### src/rtl/dma_pkg.sv
package dma_pkg;

  typedef enum logic [1:0] {ST_IDLE = 2'd0, ST_RD = 2'd1, ST_WR = 2'd2} xfer_state_e;

  localparam logic [1:0] SRC_ROM  = 2'd0;
  localparam logic [1:0] SRC_BW   = 2'd1;
  localparam logic [1:0] SRC_IRAM = 2'd2;

  // ROM visible in upper half of banks 00-3F/80-BF, or anywhere in C0-FF
  function automatic logic rom_hit(input logic [23:0] a);
    return (!a[22] && a[15]) || (a[23:22] == 2'b11);
  endfunction

  // 8 KB work-RAM window at 6000-7FFF of banks 00-3F/80-BF
  function automatic logic bw_window(input logic [23:0] a);
    return !a[22] && (a[15:13] == 3'b011);
  endfunction

  // linear work-RAM image in banks 40-4F
  function automatic logic bw_linear(input logic [23:0] a);
    return a[23:20] == 4'h4;
  endfunction

endpackage

### src/rtl/dma_regfile.sv
module dma_regfile #(
  parameter int REG_AW = 9,
  parameter int CNT_W  = 16
) (
  input  logic              clk,
  input  logic              rst,
  input  logic              we,
  input  logic [REG_AW-1:0] addr,
  input  logic [7:0]        wdata,
  input  logic              adv,
  output logic [7:0]        ctrl,
  output logic [23:0]       src,
  output logic [23:0]       dst,
  output logic [CNT_W-1:0]  cnt,
  output logic              hit_dmid,
  output logic              hit_dhigh
);
  localparam logic [REG_AW-1:0] OFS_CTRL  = REG_AW'('h30);
  localparam logic [REG_AW-1:0] OFS_SRC_L = REG_AW'('h32);
  localparam logic [REG_AW-1:0] OFS_SRC_M = REG_AW'('h33);
  localparam logic [REG_AW-1:0] OFS_SRC_H = REG_AW'('h34);
  localparam logic [REG_AW-1:0] OFS_DST_L = REG_AW'('h35);
  localparam logic [REG_AW-1:0] OFS_DST_M = REG_AW'('h36);
  localparam logic [REG_AW-1:0] OFS_DST_H = REG_AW'('h37);
  localparam logic [REG_AW-1:0] OFS_CNT_L = REG_AW'('h38);
  localparam logic [REG_AW-1:0] OFS_CNT_H = REG_AW'('h39);

  assign hit_dmid  = we && (addr == OFS_DST_M);
  assign hit_dhigh = we && (addr == OFS_DST_H);

  always_ff @(posedge clk) begin
    if (rst) begin
      ctrl <= '0;
      src  <= '0;
      dst  <= '0;
      cnt  <= '0;
    end else begin
      if (adv) begin
        src <= src + 24'd1;
        dst <= dst + 24'd1;
        cnt <= cnt - CNT_W'(1);
      end
      if (we) begin
        case (addr)
          OFS_CTRL:  ctrl <= wdata;
          OFS_SRC_L: src[7:0]   <= wdata;
          OFS_SRC_M: src[15:8]  <= wdata;
          OFS_SRC_H: src[23:16] <= wdata;
          OFS_DST_L: dst[7:0]   <= wdata;
          OFS_DST_M: dst[15:8]  <= wdata;
          OFS_DST_H: dst[23:16] <= wdata;
          OFS_CNT_L: cnt[7:0]   <= wdata;
          OFS_CNT_H: cnt[CNT_W-1:8] <= (CNT_W-8)'(wdata);
          default: ;
        endcase
      end
    end
  end
endmodule

### src/rtl/dma_addr_map.sv
module dma_addr_map
  import dma_pkg::*;
#(
  parameter int BANK_W  = 7,
  parameter int IRAM_AW = 11,
  localparam int BW_AW  = BANK_W + 13
) (
  input  logic [1:0]        src_dev,
  input  logic              dst_is_bw,
  input  logic [23:0]       src,
  input  logic [23:0]       dst,
  input  logic [BANK_W-1:0] bank,
  output logic              src_ok,
  output logic              dst_ok,
  output logic              same_dev,
  output logic [1:0]        rd_sel,
  output logic [23:0]       rd_addr,
  output logic              wr_sel,
  output logic [BW_AW-1:0]  wr_addr
);
  assign same_dev = ((src_dev == SRC_BW) && dst_is_bw) ||
                    ((src_dev == SRC_IRAM) && !dst_is_bw);
  assign rd_sel = src_dev;
  assign wr_sel = dst_is_bw;

  always_comb begin
    src_ok  = 1'b0;
    rd_addr = '0;
    case (src_dev)
      SRC_ROM: begin
        src_ok  = rom_hit(src);
        rd_addr = {1'b0, src[22:0]};
      end
      SRC_BW: begin
        if (bw_window(src)) begin
          src_ok  = 1'b1;
          rd_addr = 24'({bank, src[12:0]});
        end else if (bw_linear(src)) begin
          src_ok  = 1'b1;
          rd_addr = 24'(src[19:0]);
        end
      end
      SRC_IRAM: begin
        src_ok  = 1'b1;
        rd_addr = 24'(src[IRAM_AW-1:0]);
      end
      default: ;
    endcase
  end

  always_comb begin
    dst_ok  = 1'b0;
    wr_addr = '0;
    if (!dst_is_bw) begin
      dst_ok  = 1'b1;
      wr_addr = BW_AW'(dst[IRAM_AW-1:0]);
    end else if (bw_window(dst)) begin
      dst_ok  = 1'b1;
      wr_addr = {bank, dst[12:0]};
    end else if (bw_linear(dst)) begin
      dst_ok  = 1'b1;
      wr_addr = BW_AW'(dst[19:0]);
    end
  end
endmodule

### src/rtl/dma_xfer_fsm.sv
module dma_xfer_fsm
  import dma_pkg::*;
#(
  parameter int CNT_W = 16
) (
  input  logic             clk,
  input  logic             rst,
  input  logic             en,
  input  logic             conv,
  input  logic             conv_t1,
  input  logic             dst_is_bw,
  input  logic             hit_dmid,
  input  logic             hit_dhigh,
  input  logic [CNT_W-1:0] cnt,
  input  logic             src_ok,
  input  logic             dst_ok,
  input  logic             same_dev,
  input  logic [7:0]       rd_data,
  output logic             busy,
  output logic             adv,
  output logic             rd_req,
  output logic             wr_req,
  output logic [7:0]       wr_data,
  output logic             dma_irq,
  output logic             cc_irq
);
  xfer_state_e state;
  logic        rd_took;
  logic        start;

  assign start   = en && !conv && (state == ST_IDLE) && (dst_is_bw ? hit_dhigh : hit_dmid);
  assign busy    = (state != ST_IDLE);
  assign adv     = (state == ST_WR);
  assign rd_req  = (state == ST_RD) && src_ok && !same_dev;
  assign wr_req  = (state == ST_WR) && dst_ok && !same_dev;
  assign wr_data = rd_took ? rd_data : 8'h00;

  always_ff @(posedge clk) begin
    if (rst) begin
      state   <= ST_IDLE;
      rd_took <= 1'b0;
      dma_irq <= 1'b0;
      cc_irq  <= 1'b0;
    end else begin
      if (en && conv && conv_t1 && hit_dmid) cc_irq <= 1'b1;
      case (state)
        ST_IDLE: if (start) begin
          if (cnt == '0) dma_irq <= 1'b1;
          else           state   <= ST_RD;
        end
        ST_RD: begin
          rd_took <= rd_req;
          state   <= ST_WR;
        end
        ST_WR: begin
          if (cnt == CNT_W'(1)) begin
            state   <= ST_IDLE;
            dma_irq <= 1'b1;
          end else begin
            state <= ST_RD;
          end
        end
        default: state <= ST_IDLE;
      endcase
    end
  end

  // a write cycle always comes right after a read cycle
  a_r6_wr_after_rd: assert property (@(posedge clk) disable iff (rst)
    (state == ST_WR) |-> $past(state == ST_RD));
  // requests only while busy, never both at once
  a_r6_req_in_busy: assert property (@(posedge clk) disable iff (rst)
    (rd_req || wr_req) |-> (busy && !(rd_req && wr_req)));
  // same-device pairs touch no memory
  a_r7_same_dev_quiet: assert property (@(posedge clk) disable iff (rst)
    same_dev |-> (!rd_req && !wr_req));
  // end of transfer raises the completion flag
  a_r11_fall_sets_irq: assert property (@(posedge clk) disable iff (rst)
    $fell(busy) |-> dma_irq);
  // completion flag is sticky
  a_r11_irq_sticky: assert property (@(posedge clk) disable iff (rst)
    dma_irq |=> dma_irq);
  // disabled engine stays idle
  a_r5_disabled_idle: assert property (@(posedge clk) disable iff (rst)
    ((state == ST_IDLE) && !en) |=> (state == ST_IDLE));
endmodule

### src/rtl/dma_byte_engine.sv
module dma_byte_engine #(
  parameter int REG_AW  = 9,
  parameter int CNT_W   = 16,
  parameter int BANK_W  = 7,
  parameter int IRAM_AW = 11,
  localparam int BW_AW  = BANK_W + 13
) (
  input  logic              clk,
  input  logic              rst,
  input  logic              reg_we,
  input  logic [REG_AW-1:0] reg_addr,
  input  logic [7:0]        reg_wdata,
  input  logic [BANK_W-1:0] bw_bank,
  output logic              busy,
  output logic              rd_req,
  output logic [1:0]        rd_sel,
  output logic [23:0]       rd_addr,
  input  logic [7:0]        rd_data,
  output logic              wr_req,
  output logic              wr_sel,
  output logic [BW_AW-1:0]  wr_addr,
  output logic [7:0]        wr_data,
  output logic              dma_irq,
  output logic              cc_irq
);
  logic [7:0]       ctrl;
  logic [23:0]      src, dst;
  logic [CNT_W-1:0] cnt;
  logic             hit_dmid, hit_dhigh, adv;
  logic             src_ok, dst_ok, same_dev;
  logic             unused_ctrl;

  assign unused_ctrl = ctrl[6] ^ ctrl[3];

  dma_regfile #(.REG_AW(REG_AW), .CNT_W(CNT_W)) regs_i (
    .clk(clk), .rst(rst), .we(reg_we), .addr(reg_addr), .wdata(reg_wdata),
    .adv(adv), .ctrl(ctrl), .src(src), .dst(dst), .cnt(cnt),
    .hit_dmid(hit_dmid), .hit_dhigh(hit_dhigh)
  );

  dma_addr_map #(.BANK_W(BANK_W), .IRAM_AW(IRAM_AW)) map_i (
    .src_dev(ctrl[1:0]), .dst_is_bw(ctrl[2]), .src(src), .dst(dst),
    .bank(bw_bank), .src_ok(src_ok), .dst_ok(dst_ok), .same_dev(same_dev),
    .rd_sel(rd_sel), .rd_addr(rd_addr), .wr_sel(wr_sel), .wr_addr(wr_addr)
  );

  dma_xfer_fsm #(.CNT_W(CNT_W)) fsm_i (
    .clk(clk), .rst(rst), .en(ctrl[7]), .conv(ctrl[5]), .conv_t1(ctrl[4]),
    .dst_is_bw(ctrl[2]), .hit_dmid(hit_dmid), .hit_dhigh(hit_dhigh),
    .cnt(cnt), .src_ok(src_ok), .dst_ok(dst_ok), .same_dev(same_dev),
    .rd_data(rd_data), .busy(busy), .adv(adv), .rd_req(rd_req),
    .wr_req(wr_req), .wr_data(wr_data), .dma_irq(dma_irq), .cc_irq(cc_irq)
  );

  // a register write during a transfer never restarts it
  a_r13_no_restart: assert property (@(posedge clk) disable iff (rst)
    (busy && !adv) |=> busy);
endmodule

### config.mk
export PLATFORM = sky130hd
export DESIGN_NAME = dma_byte_engine
export DESIGN_NICKNAME = d
export VERILOG_FILES = /design/src/rtl/dma_pkg.sv /design/src/rtl/dma_regfile.sv /design/src/rtl/dma_addr_map.sv /design/src/rtl/dma_xfer_fsm.sv /design/src/rtl/dma_byte_engine.sv
export SDC_FILE = /design/constraint.sdc
export NUM_CORES = 1
export LEC_CHECK = 0
export ABC_AREA = 1
export ABC_CLOCK_PERIOD_IN_PS = 1500
export BUFFER_PORTS_ARGS = -buffer_cell sky130_fd_sc_hd__buf_2
export CORE_ASPECT_RATIO = 1.75
export CORE_MARGIN = 2
export CORE_UTILIZATION = 50
export DETAILED_ROUTE_END_ITERATION = 6
export GPL_TIMING_DRIVEN = 0
export PLACE_DENSITY = 0.83
export RECOVER_POWER = 25
export SETUP_SLACK_MARGIN = 0.2
export SLEW_MARGIN = 20
export SYNTH_ARGS = -nofsm -noshare
export SYNTH_HDL_FRONTEND = slang
export SYNTH_SLANG_ARGS = --single-unit
### constraint.sdc
create_clock -name clk -period 1.5 [get_ports clk]
set_input_delay 0.3 -clock clk [delete_from_list [all_inputs] [get_ports clk]]
set_output_delay 0.3 -clock clk [all_outputs]
set_load 0.05 [all_outputs]
==> impl_metrics.yaml, run 1 <==
timing:
  worstEndpointGrtRepair: "wr_addr[13]"
  worst_endpoint_kind: "primary output"
placed_design:
  placed_cell_area_sq_um: 6400
  place_congestion: 0.907
  port_buffers: 92
  pre_cts_slack_ps: -764
  hpwl_um: 12800
synthesis:
  synth-edff-count: 0
  synth_area_leaders: "dfxtp_1 (29%), nand2_1 (13%), inv_1 (13%)"
  ys_seq_elements: 75
  synthesis.area_sq_um: 5220
  ys_seq_area_share_pct: 28.8
  syn-num-nets: 905
  ys_types: 37
  synth_cells: 866
  synth_top_cell_area_share_pct: 28.8
  synth_flop_cell: "dfxtp_1"
  yosysTopAreaCell: "dfxtp_1"
  syn_avg_cell_area_sq_um: 6.02
  postSynth.asyncResetShare_pct: 0
  synth_warnings: 0
die:
  die_h_um: 139
  die_w_um: 81.2
  initial_core_util_pct: 50.9
  placementRows: 49
  ios: 95
clocking:
  cts_max_path_buffers: 2
  cts_buffers: 9
  cts.sinks: 75
  cts_max_level: 3
  cts_root_buffer: "clkbuf_16"
  ctsHoldBuffers: 0
global_routing:
  grt_util_all_layers_pct: 76.8
  overflow: 108
  grt_max_degree: 14
outcome:
  firstError: "[ERROR GRT-0232] Routing congestion too high. Check the congestion heatmap in the GUI."
  stop_stage: "global routing (5_1_grt)"
  status: "did not finish"
-- kinds of logic after synthesis --
logic type	after synthesis	share of synthesized area [%]
other	1	0.0719
XOR/XNOR	8	1.34
AND/OR/NAND/NOR	430	38.7
AO/OA/AOI/OAI	140	14.6
adder cells (fa/ha/maj)	4	0.960
buffers and inverters	208	15.6
flip-flops	75	28.8
-- synth_stat cells, types with 4 or more instances --
| cell | instances |
|---|---|
| nor3_1 | 19 |
| nor2_2 | 9 |
| a31oi_1 | 10 |
| nor2_1 | 82 |
| clkbuf_1 | 9 |
| nor2_4 | 7 |
| nand4_1 | 17 |
| nand2_1 | 184 |
| o211ai_1 | 5 |
| nand3_1 | 92 |
| a21oi_1 | 32 |
| a211oi_1 | 6 |
| o22ai_1 | 5 |
| inv_2 | 4 |
| dfxtp_1 | 75 |
| o21ai_1 | 8 |
| xor2_1 | 7 |
| o21ai_0 | 70 |
| nand3_2 | 4 |
| inv_1 | 180 |
| ha_1 | 4 |
| buf_2 | 10 |
| nor3_2 | 4 |
-- metrics by stage --
stage	std cells	utilization, %
floorplan	866	-
global placement	1085	62.6
detailed placement	1085	62.6
CTS	1166	81.7
-- timing repair --
action	4_1_cts
endpoints found under the setup margin	117
cloned	5
resized for setup	363
hold endpoints to repair	0
pin swaps	78
setup buffers	60
-- per-layer routing --
metal / GRT overflow / global-route usage [%]
met3: 1 / 59.8
met5: 0 / 5.71
met2: 59 / 91.7
met1: 3 / 77.3
met4: 45 / 81.8
==> inputs of run 2 (changes only) <==
--- a/config.mk
+++ b/config.mk
@@ -6,16 +6,14 @@
 export NUM_CORES = 1
 export LEC_CHECK = 0
 export ABC_AREA = 1
-export ABC_CLOCK_PERIOD_IN_PS = 1500
+export ABC_CLOCK_PERIOD_IN_PS = 1950
 export BUFFER_PORTS_ARGS = -buffer_cell sky130_fd_sc_hd__buf_2
-export CORE_ASPECT_RATIO = 1.75
 export CORE_MARGIN = 2
-export CORE_UTILIZATION = 50
+export CORE_UTILIZATION = 35
 export DETAILED_ROUTE_END_ITERATION = 6
 export GPL_TIMING_DRIVEN = 0
-export PLACE_DENSITY = 0.83
+export PLACE_DENSITY_LB_ADDON = 0.15
 export RECOVER_POWER = 25
-export SETUP_SLACK_MARGIN = 0.2
 export SLEW_MARGIN = 20
 export SYNTH_ARGS = -nofsm -noshare
 export SYNTH_HDL_FRONTEND = slang
==> constraint.sdc (replaced) <==
create_clock -name clk -period 1.95 [get_ports clk]
set_input_delay 0.39 -clock clk [delete_from_list [all_inputs] [get_ports clk]]
set_output_delay 0.39 -clock clk [all_outputs]
set_load 0.05 [all_outputs]
==> run 2 against run 1 <==
The flow now finishes, with violations (setup timing). Synthesized cell count unchanged. Synthesized area unchanged.
==> impl_metrics.yaml, run 2 <==
cells_and_area:
  stdcell_count: 1197
  final_common_cell: "nand2_1"
  diodes: 0
  final_cell_mix: "nand2_1 (167), inv_1 (158), nand3_1 (87)"
  syn_to_final_growth_pct: 42.6
  num-nets-final: 1047
  drive_gt1_share_pct: 29.4
  reg_top3: "regs_i.dst: 24 flops, regs_i.src: 24 flops, regs_i.cnt: 16 flops"
setup_path:
  critPathRequiredTime_ps: 1560
  setup.worst_path.class: "flop to output port"
  r2r_start: "regs_i.dst[1]$_SDFF_PP0_"
  cp-end-kind: "output port"
  reg2reg_slack_ps: 160
  worstPathArrival_ps: 1700
  r2r_cells: 10
  worstSetupStartpointType: "flop"
  reg2reg_to: "regs_i.dst[18]$_SDFF_PP0_"
  path_max_fanout: 5
timing:
  worst_slew_pin_slew_ps: 703
  fin_ws_ps: -138
  maxSlewHeadroom_pct: 53.2
  min_period_ps: 2090
  fin_crit_sh_pct: 107
  max_freq_mhz: 479
  setup_violations: 37
  hold_violations: 0
  grt_setup_unrepaired: "yes"
  clock_skew_ps: 7.82
  finalSetupTns_ps: -3140
  slew_viol_final: 0
global_routing:
  met1_usage_pct: 32.2
  antenna_found_initial: 0
  top_usage_layer: "met2"
  grt_util_all_layers_pct: 23.0
  grt_max_degree: 20
  grt_pass1_vias: 5380
  overflow: 0
  grt_pass1_wl_um: 28700
  grtUsageMet3_pct: 2.51
  met2_usage_pct: 37.0
detailed_routing:
  dr.pass1.iters: 6
  via_per_inst: 4.97
  postRouteAntennaNets: 0
  wire_per_inst_um: 15.4
  num_vias: 5945
  wl_um: 18500
  drc: 0
  dr.first_iter.drc_count: 371
worst_hold_path:
  hold_path_startpoint: "reg_wdata[1]"
  hold_class: "input port to flop"
  min_to: "regs_i.dst[9]$_SDFF_PP0_"
  whs_path_depth: 3
clocking:
  cts_max_level: 3
  cts_max_path_buffers: 2
  cts_tree: "built"
  clk_pin_slew_ps: 60
  cts.sinks: 75
  cts_buffers: 9
  clk_latency_ps: 350
  cts_root_buffer: "clkbuf_16"
die:
  ios: 95
  die_w_um: 126
  initial_core_util_pct: 35.9
  dieArea_sq_um: 15900
  coreArea_sq_um: 14500
  die_h_um: 126
  placementRows: 44
placed_design:
  port_buffers: 92
  hpwl_um: 13500
  dp.cells: 1142
  place_congestion: 0.889
synthesis:
  synth_area_leaders: "dfxtp_1 (29%), nand2_1 (13%), inv_1 (13%)"
  ys_seq_area_share_pct: 28.8
  synth-edff-count: 0
  yosysMostFrequentCell: "nand2_1"
  synth_warnings: 0
  ys_top_cells_by_count: "nand2_1 (184), inv_1 (180), nand3_1 (92), nor2_1 (82), dfxtp_1 (75)"
  postSynth.asyncResetShare_pct: 0
  ys_types: 37
  yosysTopAreaCell: "dfxtp_1"
  syn-num-nets: 905
  synth_top_cell_area_share_pct: 28.8
  synthesis.area_sq_um: 5220
  synth_cells: 866
  ys_seq_elements: 75
  synth_flop_cell: "dfxtp_1"
  syn_avg_cell_area_sq_um: 6.02
job:
  cap_viol_max_count: 0
power_and_ir_drop:
  power.density_nw_per_um2: 446
  power_mw: 3.32
  leakage_nw: 3.57
  vdd_drop_max_v: 0.000342
outcome:
  failed_checks: "setup timing"
  status: "finished, violations left"
==> run 2: worst max path at each step <==
stage / slack (ps) / start / depth (start not counted) / to
finish: -140 / regs_i.src[14]$_SDFF_PP0_ / 10 / rd_addr[8]
global route: -230 / regs_i.src[14]$_SDFF_PP0_ / 10 / rd_addr[8]
CTS: -160 / regs_i.src[22]$_SDFF_PP0_ / 10 / rd_addr[8]
detailed placement: -520 / regs_i.src[15]$_SDFF_PP0_ / 9 / rd_addr[6]
global placement: -530 / regs_i.src[15]$_SDFF_PP0_ / 9 / rd_addr[5]
floorplan: -230 / regs_i.dst[14]$_SDFF_PP0_ / 6 / wr_addr[16]
==> run 2: per-layer routing <==
layer / vias up / part of all wire (%) / wire length (um)
li1: 3039 / - / -
met1: 2704 / 46 / 8550
met2: 181 / 47 / 8640
met3: 21 / 5.2 / 964
met4: 0 / 1.7 / 311
met5: - / 0 / 0
==> run 2: logic make-up after synthesis <==
logic type | after synthesis | share of synthesized area [%]
DFF | 75 | 28.8
and+or+nand+nor | 430 | 38.7
AOI/OAI and AO/OA | 140 | 14.6
buffers and inverters | 208 | 15.6
xor gates and xnor gates | 8 | 1.34
adders and majority gates | 4 | 0.960
other | 1 | 0.0719
==> run 2: what timing repair did <==
action / 4_1_cts / 5_1_grt
buffers inserted: 32 / 6
setup endpoints to repair: 42 / 49
hold buffers: 0 / 0
pin swaps: 17 / 12
gates cloned: 3 / 0
gates resized for setup: 175 / 53
==> run 2: final cells by class <==
cell class                      instances  area (sq um)
Fill cell                            1486          7100
Inverter                              184           696
Tap cell                              184           230
Sequential cell                        75          1550
Timing Repair Buffer                  132          1110
Buffer                                 22           130
Multi-Input combinational cell        584          3450
Clock buffer                           14           264
Clock inverter                          2          10.0
==> run 2: worst max-delay path, cell delays in order, from the launching register on <==
cell     delay [ps]
dfxtp_4         350
nand2_4          80
nor2_4           40
nand2_2          70
nand2_2          70
nand2_4          70
nand2_4          60
nor2_4          240
buf_12          180
nor2_4           30
buf_6           150
==> run 2: through the flow <==
stage | worst slack [ps] | hold slack, ps | utilization [%] | area (sq um)
after floorplan | -233 | 461 | - | 5460
final | -138 | 392 | 51.2 | 7440
after global routing | -234 | 408 | 51.2 | 7440
after detailed placement | -524 | 445 | 42.3 | 6150
after global placement | -526 | 446 | 42.3 | 6150
after CTS | -163 | 390 | 49.5 | 7190
==> run 2: where the power goes <==
part / internal [mW] / total, mW / leakage (nW) / switching, mW
Clock: 0.929 / 1.60 / 0.137 / 0.669
Combinational: 0.0536 / 0.194 / 2.81 / 0.141
Sequential: 1.52 / 1.52 / 0.616 / 0.00232
No activity file was read; power rests on OpenSTA's default activity.
==> inputs of run 3 (changes only) <==
--- a/config.mk
+++ b/config.mk
@@ -9,11 +9,12 @@
 export ABC_CLOCK_PERIOD_IN_PS = 1950
 export BUFFER_PORTS_ARGS = -buffer_cell sky130_fd_sc_hd__buf_2
 export CORE_MARGIN = 2
-export CORE_UTILIZATION = 35
+export CORE_UTILIZATION = 55
 export DETAILED_ROUTE_END_ITERATION = 6
 export GPL_TIMING_DRIVEN = 0
 export PLACE_DENSITY_LB_ADDON = 0.15
 export RECOVER_POWER = 25
+export REMOVE_ABC_BUFFERS = 1
 export SLEW_MARGIN = 20
 export SYNTH_ARGS = -nofsm -noshare
 export SYNTH_HDL_FRONTEND = slang
==> run 3 against run 2 <==
The run still ends with setup timing left. Count of clock-buffer cells in the layout decreased by 4. Design area decreased by 5.5%. Register-to-register slack got worse by 40 ps. Sequential share of layout area increased by 1.2 points. Combinational power decreased by 3%. Maximum frequency decreased by 4.9%. Clock power decreased by 28%. Hold slack got worse by 26 ps. First-iteration DRC count increased by 57%. Sequential cell count unchanged. Power decreased by 14%. Worst setup slack got worse by 110 ps. Critical path type unchanged. Largest power group is now registers.
==> impl_metrics.yaml, run 3 (synthesis gave the netlist of run 2 again) <==
power_and_ir_drop:
  power_mw: 2.86
  leakage_nw: 3.40
  p_sw_share_pct: 25.0
  vdd_drop_max_v: 0.000312
  p_sw_uw: 715
  clockPowerShare_pct: 40.2
  pwr-share-comb_pct: 6.6
  power.density_nw_per_um2: 407
  seqPwrFrac_pct: 53.3
  internal_power_mw: 2.14
setup_path:
  critPathRequiredTime_ps: 1560
  reg2reg_slack_ps: 120
  cp-end-kind: "output port"
  reg2reg_to: "regs_i.dst[20]$_SDFF_PP0_"
  r2r_cells: 10
  cpMaxStageDelayCell: "nor3_1"
  cp_cell_sequence: "nand2_4, nor2_4, nand2_2, buf_4, nor3_1, nor3_4, buf_6"
  worstPathArrival_ps: 1810
  worstSetupStartpointType: "flop"
  path_max_fanout: 3
  slowest_delay_ps: 400
  r2r_start: "regs_i.dst[1]$_SDFF_PP0_"
  setup.worst_path.class: "flop to output port"
placed_design:
  port_buffers: 93
  dp.cells: 1065
  hpwl_um: 11000
  place_congestion: 0.922
  pre_cts_slack_ps: -375
clocking:
  cts_max_level: 3
  clk_latency_ps: 360
  cts_buffers: 9
  clk_pin_slew_ps: 80
  cts_max_path_buffers: 2
  cts_root_buffer: "clkbuf_8"
  cts.sinks: 75
  cts_tree: "built"
timing:
  fin_crit_sh_pct: 113
  clock_skew_ps: 12.0
  worst_slew_pin_slew_ps: 658
  grt_setup_unrepaired: "yes"
  hold_ws_ps: 365
  hold_violations: 0
  maxSlewHeadroom_pct: 56.0
  slew_viol_final: 0
  max_freq_mhz: 455
  setup_violations: 45
  fin_ws_ps: -246
  min_period_ps: 2200
die:
  ios: 95
  dieArea_sq_um: 10300
  placementRows: 35
  die_h_um: 101
  die_w_um: 101
  coreArea_sq_um: 9240
  initial_core_util_pct: 56.4
global_routing:
  grt_pass1_vias: 5385
  grt_pass1_wl_um: 26200
  antenna_found_initial: 0
  grt_max_degree: 34
  grt_util_all_layers_pct: 32.5
  overflow: 0
detailed_routing:
  via_per_inst: 5.65
  postRouteAntennaNets: 0
  wire_per_inst_um: 16.2
  drc: 0
  dr.pass1.iters: 6
  wl_um: 17900
  num_vias: 6248
  dr.first_iter.drc_count: 583
cells_and_area:
  reg_top3: "regs_i.dst: 24 flops, regs_i.src: 24 flops, regs_i.cnt: 16 flops"
  final_util_pct: 76.0
  diodes: 0
  drive_gt1_share_pct: 28.5
  final_cell_mix: "nand2_1 (166), inv_1 (162), nand3_1 (87)"
  nFillCells: 722
  stdcell_count: 1106
  final_common_cell: "nand2_1"
  num-nets-final: 1014
  syn_to_final_growth_pct: 34.7
worst_hold_path:
  min_to: "regs_i.dst[9]$_SDFF_PP0_"
  hold_class: "input port to flop"
  hold_path_startpoint: "reg_wdata[1]"
  whs_path_depth: 3
outcome:
  failed_checks: "setup timing"
  status: "finished, violations left"
job:
  cap_viol_max_count: 0
## run 3: changes by cell type in the layout (fill, tap and decap cells not counted), moves of 3 or more
cell / delta
nand2_2: +7
buf_4: -11
clkbuf_1: -15
buf_2: -6
o22ai_2: +3
buf_6: -6
nor2_1: -6
clkbuf_16: -9
clkbuf_8: +7
inv_2: -6
nor2_2: +9
inv_1: +4
o22ai_4: -4
nand2_4: -7
## run 3: routing by layer
layer	share of wire [%]	up-vias	GRT usage, %
li1	-	2976	-
met1	40	2832	42.9
met2	48	361	54.8
met3	8.6	79	5.31
met4	4.0	0	9.46
met5	0	-	0
## run 3: critical path, delay by kind of cell, from the launching register on
family	cells	cell delay, ps
flops	1	370
simple gates	5	740
buf+inv	2	330
## run 3: layout make-up
| type | instances | area [sq um] | share of cell area (%) |
|---|---|---|---|
| Clock buffer | 10 | 128 | 1.82 |
| Clock inverter | 3 | 42.5 | 0.605 |
| Inverter | 184 | 704 | 10.0 |
| Multi-Input combinational cell | 586 | 3400 | 48.4 |
| Sequential cell | 75 | 1540 | 22.0 |
| Tap cell | 129 | 161 | 2.30 |
| Timing Repair Buffer | 119 | 1050 | 14.9 |
## run 3: power by group through the flow
stage | clock, mW | sequential [mW] | combinational (mW)
floorplan | 0 | 1.57 | 0.0708
global placement | 0 | 1.57 | 0.164
detailed placement | 0 | 1.57 | 0.171
CTS | 1.15 | 1.52 | 0.176
global route | 1.21 | 1.52 | 0.201
finish | 1.15 | 1.52 | 0.188
## run 3: stage by stage
stage,setup TNS [ps],instance area (sq um)
2_1_floorplan,-10700,5090
6_report,-5320,7030
4_1_cts,-2370,6530
5_1_grt,-8490,7030
3_5_place_dp,-11750,5750
3_3_place_gp,-29460,5720
## run 3: what timing repair did
item / CTS / global route
gates cloned: 2 / 1
hold buffers: 0 / 0
buffers inserted: 14 / 12
endpoints found under the setup margin: 44 / 59
gates resized for setup: 161 / 111
pin swaps: 14 / 11
## run 3: worst max path at each step
stage	depth (start not counted)	slack, ps	startpoint	end
final	7	-250	regs_i.src[13]$_SDFF_PP0_	rd_addr[13]
after detailed placement	8	-380	regs_i.src[15]$_SDFF_PP0_	rd_addr[1]
after global placement	5	-580	rst	regs_i.src[9]$_SDFF_PP0_
after floorplan	6	-660	regs_i.dst[14]$_SDFF_PP0_	wr_addr[16]
after global routing	7	-300	regs_i.src[13]$_SDFF_PP0_	rd_addr[13]
after CTS	7	-130	regs_i.dst[13]$_SDFF_PP0_	wr_addr[16]
